===== src/rtl/gg_pkg.sv =====
package gg_pkg;
   typedef enum logic [1:0] {
      GG_DRAW = 2'd0,
      GG_PLAY = 2'd1,
      GG_WIN  = 2'd2
   } gg_state_e;
endpackage


===== src/rtl/gg_lfsr.sv =====
module gg_lfsr #(
   parameter int           W    = 8,
   parameter logic [W-1:0] TAPS = 8'hB8,
   parameter logic [W-1:0] SEED = 8'h5A
) (
   input  logic         clk,
   input  logic         rst,
   output logic [W-1:0] value_o
);
   logic [W-1:0] s_q;
   logic         fb;

   if (SEED == '0) begin : g_bad_seed
      $error("gg_lfsr: SEED must be non-zero");
   end
   if (TAPS[W-1] != 1'b1) begin : g_bad_taps
      $error("gg_lfsr: top tap must be set");
   end

   assign fb = ^(s_q & TAPS);

   always_ff @(posedge clk) begin
      if (rst) s_q <= SEED;
      else     s_q <= {s_q[W-2:0], fb};
   end

   assign value_o = s_q;

   a_r2_nonzero: assert property (@(posedge clk) disable iff (rst) s_q != '0);
   a_r2_shift:   assert property (@(posedge clk) disable iff (rst)
                    1'b1 |=> s_q[W-1:1] == $past(s_q[W-2:0]));
endmodule


===== src/rtl/gg_hint.sv =====
module gg_hint #(
   parameter int W = 8
) (
   input  logic [W-1:0] guess_i,
   input  logic [W-1:0] secret_i,
   output logic         eq_o,
   output logic [W-1:0] pattern_o
);
   localparam int HALF = W / 2;

   logic lt, gt;

   assign lt   = guess_i < secret_i;
   assign gt   = guess_i > secret_i;
   assign eq_o = guess_i == secret_i;

   for (genvar i = 0; i < W; i++) begin : g_bit
      if (i < HALF) begin : g_lo
         assign pattern_o[i] = lt;
      end else begin : g_hi
         assign pattern_o[i] = gt;
      end
   end
endmodule


===== src/rtl/gg_blink.sv =====
module gg_blink #(
   parameter int HALF_LOG2    = 3,
   parameter int BLINK_HALVES = 6
) (
   input  logic clk,
   input  logic rst,
   input  logic start_i,
   input  logic run_i,
   output logic half_done_o,
   output logic last_half_o
);
   localparam int HW = $clog2(BLINK_HALVES + 1);

   logic [HALF_LOG2-1:0] cnt_q;
   logic [HW-1:0]        halves_q;

   if (HALF_LOG2 < 1) begin : g_bad_half
      $error("gg_blink: HALF_LOG2 must be at least 1");
   end
   if (BLINK_HALVES < 1) begin : g_bad_halves
      $error("gg_blink: BLINK_HALVES must be at least 1");
   end

   always_ff @(posedge clk) begin
      if (rst || start_i) begin
         cnt_q    <= '0;
         halves_q <= '0;
      end else if (run_i) begin
         cnt_q <= cnt_q + 1'b1;
         if (cnt_q == '1) halves_q <= halves_q + 1'b1;
      end
   end

   assign half_done_o = run_i && (cnt_q == '1);
   assign last_half_o = halves_q == HW'(BLINK_HALVES - 1);

   a_r5_halves_bound: assert property (@(posedge clk) disable iff (rst)
                         run_i |-> halves_q < HW'(BLINK_HALVES));
endmodule


===== src/rtl/guess_game_top.sv =====
module guess_game_top #(
   parameter int           W            = 8,
   parameter logic [W-1:0] TAPS         = 8'hB8,
   parameter logic [W-1:0] SEED         = 8'h5A,
   parameter int           HALF_LOG2    = 3,
   parameter int           BLINK_HALVES = 6
) (
   input  logic         clk,
   input  logic         rst,
   input  logic [W-1:0] sw,
   output logic [W-1:0] led
);
   import gg_pkg::*;

   gg_state_e    st_q;
   logic [W-1:0] secret_q;
   logic [W-1:0] led_q;
   logic [W-1:0] rnd;
   logic [W-1:0] pattern;
   logic         eq;
   logic         half_done;
   logic         last_half;
   logic         win_start;

   if (W < 4 || (W % 2) != 0) begin : g_bad_width
      $error("guess_game_top: W must be even and at least 4");
   end

   gg_lfsr #(.W(W), .TAPS(TAPS), .SEED(SEED)) lfsr_i (
      .clk     (clk),
      .rst     (rst),
      .value_o (rnd)
   );

   gg_hint #(.W(W)) hint_i (
      .guess_i   (sw),
      .secret_i  (secret_q),
      .eq_o      (eq),
      .pattern_o (pattern)
   );

   assign win_start = (st_q == GG_PLAY) && eq;

   gg_blink #(.HALF_LOG2(HALF_LOG2), .BLINK_HALVES(BLINK_HALVES)) blink_i (
      .clk         (clk),
      .rst         (rst),
      .start_i     (win_start),
      .run_i       (st_q == GG_WIN),
      .half_done_o (half_done),
      .last_half_o (last_half)
   );

   always_ff @(posedge clk) begin
      if (rst) begin
         st_q     <= GG_DRAW;
         secret_q <= '0;
         led_q    <= '0;
      end else begin
         case (st_q)
            GG_DRAW: begin
               secret_q <= rnd;
               led_q    <= '0;
               st_q     <= GG_PLAY;
            end
            GG_PLAY: begin
               if (eq) begin
                  led_q <= '1;
                  st_q  <= GG_WIN;
               end else begin
                  led_q <= pattern;
               end
            end
            GG_WIN: begin
               if (half_done) begin
                  if (last_half) begin
                     led_q <= '0;
                     st_q  <= GG_DRAW;
                  end else begin
                     led_q <= ~led_q;
                  end
               end
            end
            default: begin
               st_q  <= GG_DRAW;
               led_q <= '0;
            end
         endcase
      end
   end

   assign led = led_q;

   a_r7_draw_to_play:  assert property (@(posedge clk) disable iff (rst)
                          st_q == GG_DRAW |=> st_q == GG_PLAY);
   a_r5_win_pattern:   assert property (@(posedge clk) disable iff (rst)
                          st_q == GG_WIN |-> (led_q == '1 || led_q == '0));
   a_r6_hold_in_half:  assert property (@(posedge clk) disable iff (rst)
                          (st_q == GG_WIN && !half_done) |=> $stable(led_q));
   a_r8_secret_held:   assert property (@(posedge clk) disable iff (rst)
                          st_q != GG_DRAW |=> $stable(secret_q));
endmodule


===== config.mk =====
export PLATFORM = sky130hd
export DESIGN_NAME = guess_game_top
export DESIGN_NICKNAME = d
export VERILOG_FILES = /design/src/rtl/gg_pkg.sv /design/src/rtl/gg_lfsr.sv /design/src/rtl/gg_hint.sv /design/src/rtl/gg_blink.sv /design/src/rtl/guess_game_top.sv
export SDC_FILE = /design/constraint.sdc
export NUM_CORES = 1
export LEC_CHECK = 0
export BUFFER_PORTS_ARGS = -buffer_cell sky130_fd_sc_hd__buf_4
export CAP_MARGIN = 10
export CORE_MARGIN = 8
export CORE_UTILIZATION = 57
export CTS_BUF_LIST = sky130_fd_sc_hd__clkbuf_16
export DETAILED_ROUTE_END_ITERATION = 12
export HOLD_SLACK_MARGIN = 0.06
export MAX_ROUTING_LAYER = met4
export PLACE_DENSITY = 0.77
export SLEW_MARGIN = 20
export SYNTH_ARGS = -nofsm -noshare
export SYNTH_HDL_FRONTEND = slang
export SYNTH_HIERARCHICAL = 1
export SYNTH_SLANG_ARGS = --single-unit

===== constraint.sdc =====
create_clock -name clk -period 2.6 [get_ports clk]
set_clock_uncertainty 0.1 [all_clocks]
set_input_delay 0.26 -clock clk [delete_from_list [all_inputs] [get_ports clk]]
set_output_delay 0.26 -clock clk [all_outputs]
set_load 0.05 [all_outputs]

==> run_results.csv, run 1 <==
group,metric,value,unit
outcome,result_of_the_run,"complete, no violations",
timing,worst_slew_pin_tran,517.0,ps
routing,via_per_inst,5.393,
worst_setup_path,critPathKind,"reg -> reg",
layout,antenna-diode-count,0,
yosys,synth_top_area_share,0.3762,
placed_design,placement.cell_area,1774,um^2
routing,finalWirelength,2888,um
yosys,yosys.area_share.simple,0.1800,
die,fp.dieH,70.66,um
timing,shortest_clock_period_the_worst_path_allows_after_layout,2180,ps
die,dieArea,4993,um^2
layout,n_fill_cell,235,
routing,via_count,1154,
yosys,synth.yosys.warnings,6,
yosys,synth-edff-count,0,
yosys,synth_compound_area_frac,0.1374,
grt,wire_length_of_the_first_global_routing_pass,5285,um
placed_design,place.detailed.hpwl,2137,um
yosys,synth-xor-area-share,0.02057,
worst_setup_path,crit_fanout,11,
pwr,p_leak,0.8588,nW
routing,drcViolationCount,0,
layout,num-nets-final,207,
placed_design,port_buffers,17,
die,die_width,70.66,um
worst_setup_path,cp-start-kind,"flip-flop",
layout,layout.cell_area.non_filler,1911,um^2
yosys,synthMostInstantiatedCell,"sky130_fd_sc_hd__dfxtp_1",
routing,drt_iter0_drc,61,
grt,antenna_found_initial,0,
pwr,pwr_dens,955.2,nW/um^2
die,core-area,2953,um^2
worst_setup_path,critical_path.max_stage_delay,420,ps
routing,ant_nets,0,
die,placementRows,20,
timing,unrepaired_setup_endpoints_after_global_routing,"no",
worst_setup_path,crit_path_top_delay_cell,"sky130_fd_sc_hd__nor2_1",
yosys,synth.area.mux_share,0.07935,
yosys,yosys.area.top_type,"sky130_fd_sc_hd__dfxtp_1",
clocking,cts_resized,0,
clocking,clock_tree_from_tritoncts,"built",
placed_design,finalWeightedCongestion,0.7603,
clocking,cts.root.buffer_cell,"sky130_fd_sc_hd__clkbuf_16",
grt,grt_start_max_net_pins,26,
yosys,net_count_after_synthesis,196,
flow_run,max_cap_viol_count,0,
yosys,yosys-top-cells-area,"sky130_fd_sc_hd__dfxtp_1 (38%), sky130_fd_sc_hd__ha_1 (12%), sky130_fd_sc_hd__mux2i_1 (7.1%)",
worst_setup_path,worst_ep_required_time,2670,ps
die,start_util,0.5767,
layout,core_occupancy_in_the_finished_layout,0.6470,
timing,fin_crit_sh,0.8385,
clocking,cts.htree.levels,2,
yosys,async_reset_ff_frac,0,
yosys,synthDistinctLibCells,37,
worst_setup_path,critical_path.most_common_cell,"sky130_fd_sc_hd__o21ai_0",
pwr,irDropWorstVdd,0.4595,mV
yosys,syn_area,1703,um^2
yosys,synth.top_cells.by_count,"sky130_fd_sc_hd__dfxtp_1 (32), sky130_fd_sc_hd__ha_1 (17), sky130_fd_sc_hd__o21ai_0 (17), sky130_fd_sc_hd__nor2_1 (14), sky130_fd_sc_hd__mux2i_1 (12)",
timing,maxSlewViolCount,0,
clocking,cts.sinks,32,
yosys,synthFlopType,"sky130_fd_sc_hd__dfxtp_1",
pwr,post-layout-total-power,1.825,mW
timing,slew-limit-headroom,0.6540,
timing,timing_hold_violations_final,0,
timing,fmaxAchievable,458.7,MHz
layout,layout_cells_sized_above_1,0.2155,
yosys,sequential_share_of_the_synthesized_area,0.3762,
yosys,post_synth_inst_count,169,
clocking,holdBufCountCts,0,
worst_setup_path,critical_path.cell_chain,"inv_1 > ha_1 > nand4_1 > nor2_1 > o21ba_1 > o21ai_0 > o21ai_0 > a22o_1",
layout,area.growth.synth_to_final,12.20,%
min_path,hold_path.class,"in -> reg",
yosys,dominant_combinational_cell_family_by_area_after_synthesis,"simple AND/OR/NAND/NOR gates",
clocking,num_cts_buffers,5,
clocking,post-cts-setup-buffers,0,
timing,setup_viol,0,
yosys,synth.ff_latch_count,32,
yosys,postSynthAreaPerCell,10.08,um^2
routing,dr.pass1.iters,4,
yosys,post_synth_fa_ha_maj_area_fraction,0.1249,
worst_setup_path,worstSetupEndpointType,"flip-flop",
grt,first_global_vias,1237,
clocking,clkLatencyLatePin,270,ps
clocking,worst_case_clock_buffer_depth,2,
die,pin_count,18,
worst_setup_path,cp.arrival,2250,ps
clocking,path_clk_slew,50,ps
grt,global_route.overflow_total,0,
timing,setup-tns-final,0,ps
routing,route.detailed.wl_per_inst,13.50,um
grt,global_route.usage.total,0.1346,
timing,whs,240.2,ps
## sequential cells by signal, indices dropped and copies added, names as in the netlist
name              count
lfsr_i/value_o        8
secret_q              8
blink_i/halves_q      3
led                   8
st_q                  2
blink_i/cnt_q         3
## per-stage QoR
step | std cells | setup slack (ps)
after floorplan | 169 | 484.8
after global placement | 206 | 449.1
after detailed placement | 206 | 436.9
after CTS | 214 | 428.8
after global routing | 214 | 167.6
final | 214 | 419.9
## kinds of logic (layout without fill, tap and decap cells)
kind of cell    count (synthesis)  after routing
compound gates                 35             35
fa+ha+maj                      17             17
xor+xnor                        4              4
buf+inv                        24             36
mux                            13             13
flops                          32             32
simple gates                   44             44
## cells in the final DEF, fill, tap and decap left out, types with 2 or more instances in the layout
| cell | synthesis | routed |
|---|---|---|
| sky130_fd_sc_hd__dfxtp_1 | 32 | 32 |
| sky130_fd_sc_hd__o21ai_0 | 17 | 17 |
| sky130_fd_sc_hd__ha_1 | 17 | 17 |
| sky130_fd_sc_hd__buf_4 | 8 | 17 |
| sky130_fd_sc_hd__nor2_1 | 14 | 14 |
| sky130_fd_sc_hd__inv_1 | 11 | 13 |
| sky130_fd_sc_hd__mux2i_1 | 12 | 12 |
| sky130_fd_sc_hd__a22o_1 | 8 | 8 |
| sky130_fd_sc_hd__nand2b_1 | 5 | 5 |
| sky130_fd_sc_hd__a21oi_1 | 5 | 5 |
| sky130_fd_sc_hd__clkbuf_16 | 0 | 5 |
| sky130_fd_sc_hd__xnor2_1 | 4 | 4 |
| sky130_fd_sc_hd__nor2b_4 | 3 | 3 |
| sky130_fd_sc_hd__nor2b_1 | 3 | 3 |
| sky130_fd_sc_hd__or2_1 | 3 | 3 |
| sky130_fd_sc_hd__nor3b_4 | 2 | 2 |
## worst paths after layout
check	startpoint	endpoint	slack, ps	cells after the start
setup / recovery	secret_q[3]	led[7]	420	8
hold reg to reg	lfsr_i/value_o[2]	lfsr_i/value_o[3]	350	1
hold / removal	rst	secret_q[1]	240	2
setup reg to reg	secret_q[3]	led[7]	420	8
## metal layers
layer	part of all wire	vias to the layer above	global-route usage	wire [um]
met5	0	-	-	0
met1	0.43	537	0.1332	1256
met4	0.023	0	0.07852	65
li1	-	590	-	-
met3	0.058	7	0.04944	168
met2	0.48	20	0.2237	1398
## where the power goes
part           total [mW]  internal (mW)  switching (mW)  leakage [nW]
logic               0.666          0.297           0.369         0.522
registers           0.629          0.575          0.0543         0.263
clock network       0.530          0.343           0.187        0.0738
## layout make-up
class,instances,area [um^2],area share
clock inverters,3,11.26,0.005894
well taps,33,41.29,0.02161
clock buffers,5,125.1,0.06549
multi-input cells,113,923.4,0.4833
inverters,11,41.29,0.02161
repair buffers,17,127.6,0.06680
flip-flops and latches,32,640.6,0.3353
## critical path: cells and delay by family, from the launching register on
| kind | cells | cell delay, ps |
|---|---|---|
| compound gates | 4 | 720 |
| simple gates | 2 | 540 |
| flops | 1 | 330 |
| buf+inv | 1 | 50 |
| fa+ha+maj | 1 | 320 |
Note: power is estimated with default switching activity, not from simulation.
==> run 2, diff against run 1 <==
--- a/config.mk
+++ b/config.mk
@@ -8,12 +8,12 @@
 export BUFFER_PORTS_ARGS = -buffer_cell sky130_fd_sc_hd__buf_4
 export CAP_MARGIN = 10
 export CORE_MARGIN = 8
-export CORE_UTILIZATION = 57
+export CORE_UTILIZATION = 52
 export CTS_BUF_LIST = sky130_fd_sc_hd__clkbuf_16
 export DETAILED_ROUTE_END_ITERATION = 12
 export HOLD_SLACK_MARGIN = 0.06
 export MAX_ROUTING_LAYER = met4
-export PLACE_DENSITY = 0.77
+export PLACE_DENSITY = 0.74
 export SLEW_MARGIN = 20
 export SYNTH_ARGS = -nofsm -noshare
 export SYNTH_HDL_FRONTEND = slang
==> constraint.sdc (replaced) <==
create_clock -name clk -period 1.84 [get_ports clk]
set_clock_uncertainty 0.1 [all_clocks]
set_input_delay 0.184 -clock clk [delete_from_list [all_inputs] [get_ports clk]]
set_output_delay 0.184 -clock clk [all_outputs]
set_load 0.05 [all_outputs]
==> run_results.csv, run 2 (synthesis gave the netlist of run 1 again) <==
group,metric,value,unit
placed_design,placement.cell_area,1818,um^2
die,start_util,0.5533,
grt,global_route.usage.total,0.1271,
die,pin_count,18,
clocking,holdBufCountCts,0,
routing,via_count,1201,
pwr,pwr_dens,1377,nW/um^2
placed_design,place.detailed.hpwl,2256,um
flow_run,max_cap_viol_count,0,
placed_design,finalWeightedCongestion,0.8271,
layout,final_cell_mix,"sky130_fd_sc_hd__dfxtp_1 (27), sky130_fd_sc_hd__buf_4 (20), sky130_fd_sc_hd__mux2i_1 (12), sky130_fd_sc_hd__nor2_1 (12)",
die,die_width,73.23,um
layout,final-instance-count-excl-fill,228,
placed_design,port_buffers,17,
clocking,cts.sinks,32,
pwr,post-layout-total-power,2.878,mW
pwr,p_leak,0.8845,nW
placed_design,placed_cells_incl_taps,219,
grt,wire_length_of_the_first_global_routing_pass,5071,um
clocking,worst_case_clock_buffer_depth,2,
routing,drt_iter0_drc,33,
clocking,cts.htree.levels,2,
worst_setup_path,worst-path-buf-inv,1,
routing,route.detailed.wl_per_inst,14.11,um
worst_setup_path,path_delay_family,"compound AO/OA/AOI/OAI gates",
layout,num-nets-final,210,
timing,shortest_clock_period_the_worst_path_allows_after_layout,1867,ps
timing,worst_slew_pin_tran,487.6,ps
worst_setup_path,crit_fanout,4,
pwr,irDropWorstVdd,0.6850,mV
clocking,num_cts_buffers,5,
clocking,path_clk_slew,50,ps
layout,layout.cell_area.non_filler,2091,um^2
routing,drcViolationCount,0,
routing,via_per_inst,5.268,
die,placementRows,20,
worst_setup_path,critical_path.max_stage_delay,330,ps
timing,fmaxAchievable,535.7,MHz
layout,n_fill_cell,239,
die,dieArea,5362,um^2
worst_setup_path,critical_path.cell_chain,"inv_2 > ha_4 > nor2b_4 > o211ai_2 > a21oi_2 > o21ba_4 > o21ai_2 > o21ai_1 > a22o_1",
routing,finalWirelength,3217,um
layout,layout_commonest_cell,"sky130_fd_sc_hd__dfxtp_1",
routing,dr.pass1.iters,4,
worst_setup_path,critPathKind,"reg -> reg",
clocking,cts.root.buffer_cell,"sky130_fd_sc_hd__clkbuf_16",
timing,timing_hold_violations_final,0,
layout,layout_cells_sized_above_1,0.3315,
outcome,result_of_the_run,"complete, but fails checks",
grt,global_route.overflow_total,0,
timing,setup_viol,1,
worst_setup_path,worstSetupEndpointType,"flip-flop",
clocking,clock_tree_from_tritoncts,"built",
timing,slew-limit-headroom,0.6749,
routing,ant_nets,0,
grt,first_global_vias,1149,
grt,grt_start_max_net_pins,26,
outcome,failed_checks,"setup timing",
die,core-area,3078,um^2
die,fp.dieH,73.23,um
layout,antenna-diode-count,0,
timing,timing.final.ws_setup,-26.83,ps
timing,maxSlewViolCount,0,
worst_setup_path,crit_path_top_delay_cell,"sky130_fd_sc_hd__dfxtp_2",
worst_setup_path,worst_ep_required_time,1900,ps
min_path,hold_path.class,"in -> reg",
clocking,clkLatencyLatePin,270,ps
layout,area.growth.synth_to_final,22.78,%
worst_setup_path,cp.arrival,1930,ps
worst_setup_path,cp-start-kind,"flip-flop",
timing,fin_crit_sh,1.015,
timing,unrepaired_setup_endpoints_after_global_routing,"yes",
grt,antenna_found_initial,0,
-- run 2: cell count changes in the layout (fill, tap and decap cells not counted), sizes merged --
cell and change:
buf +3, bufinv +1, inv -2, clkinv +1
-- run 2: where the power goes --
group          switching, mW  internal (mW)
Clock                  0.272          0.627
Sequential            0.0811          0.818
Combinational          0.585          0.495
-- run 2: final cells by class --
type / instances / area [um^2] / area share
well taps: 44 / 55.05 / 0.02633
clock buffers: 5 / 125.1 / 0.05984
repair buffers: 20 / 150.1 / 0.07181
flip-flops and latches: 32 / 646.9 / 0.3094
clock inverters: 3 / 37.54 / 0.01795
inverters: 11 / 41.29 / 0.01975
multi-input cells: 113 / 1035 / 0.4949
-- run 2: timing repair --
item	4_1_cts	5_1_grt
resized for setup	4	18
endpoints found under the setup margin	5	12
pin swaps	2	5
setup buffers	0	1
-- run 2: final timing paths --
kind	startpoint	to	slack, ps	depth (start not counted)
setup / recovery	secret_q[1]	led[7]	-30	9
hold reg to reg	lfsr_i/value_o[0]	lfsr_i/value_o[1]	340	1
setup reg to reg	secret_q[1]	led[7]	-30	9
hold / removal	rst	secret_q[0]	160	2
-- run 2: metal layers --
metal	routed length [um]	global-route usage	up-vias
met2	1537	0.1966	34
met3	187	0.04533	12
met5	0	-	-
met1	1392	0.1403	553
li1	-	-	602
met4	99	0.06667	0
-- run 2: stage by stage --
stage / setup slack (ps) / setup TNS (ps) / util / hold WS [ps]
CTS: 5.668 / 0 / 0.6447 / 162.2
finish: -26.83 / -26.83 / 0.6793 / 163.9
detailed placement: -54.32 / -121.8 / 0.5907 / 335.3
floorplan: -30.39 / -110.4 / - / 155.6
global route: -98.57 / -364.4 / 0.6793 / 176.2
global placement: -6.113 / -6.113 / 0.5907 / 322.4
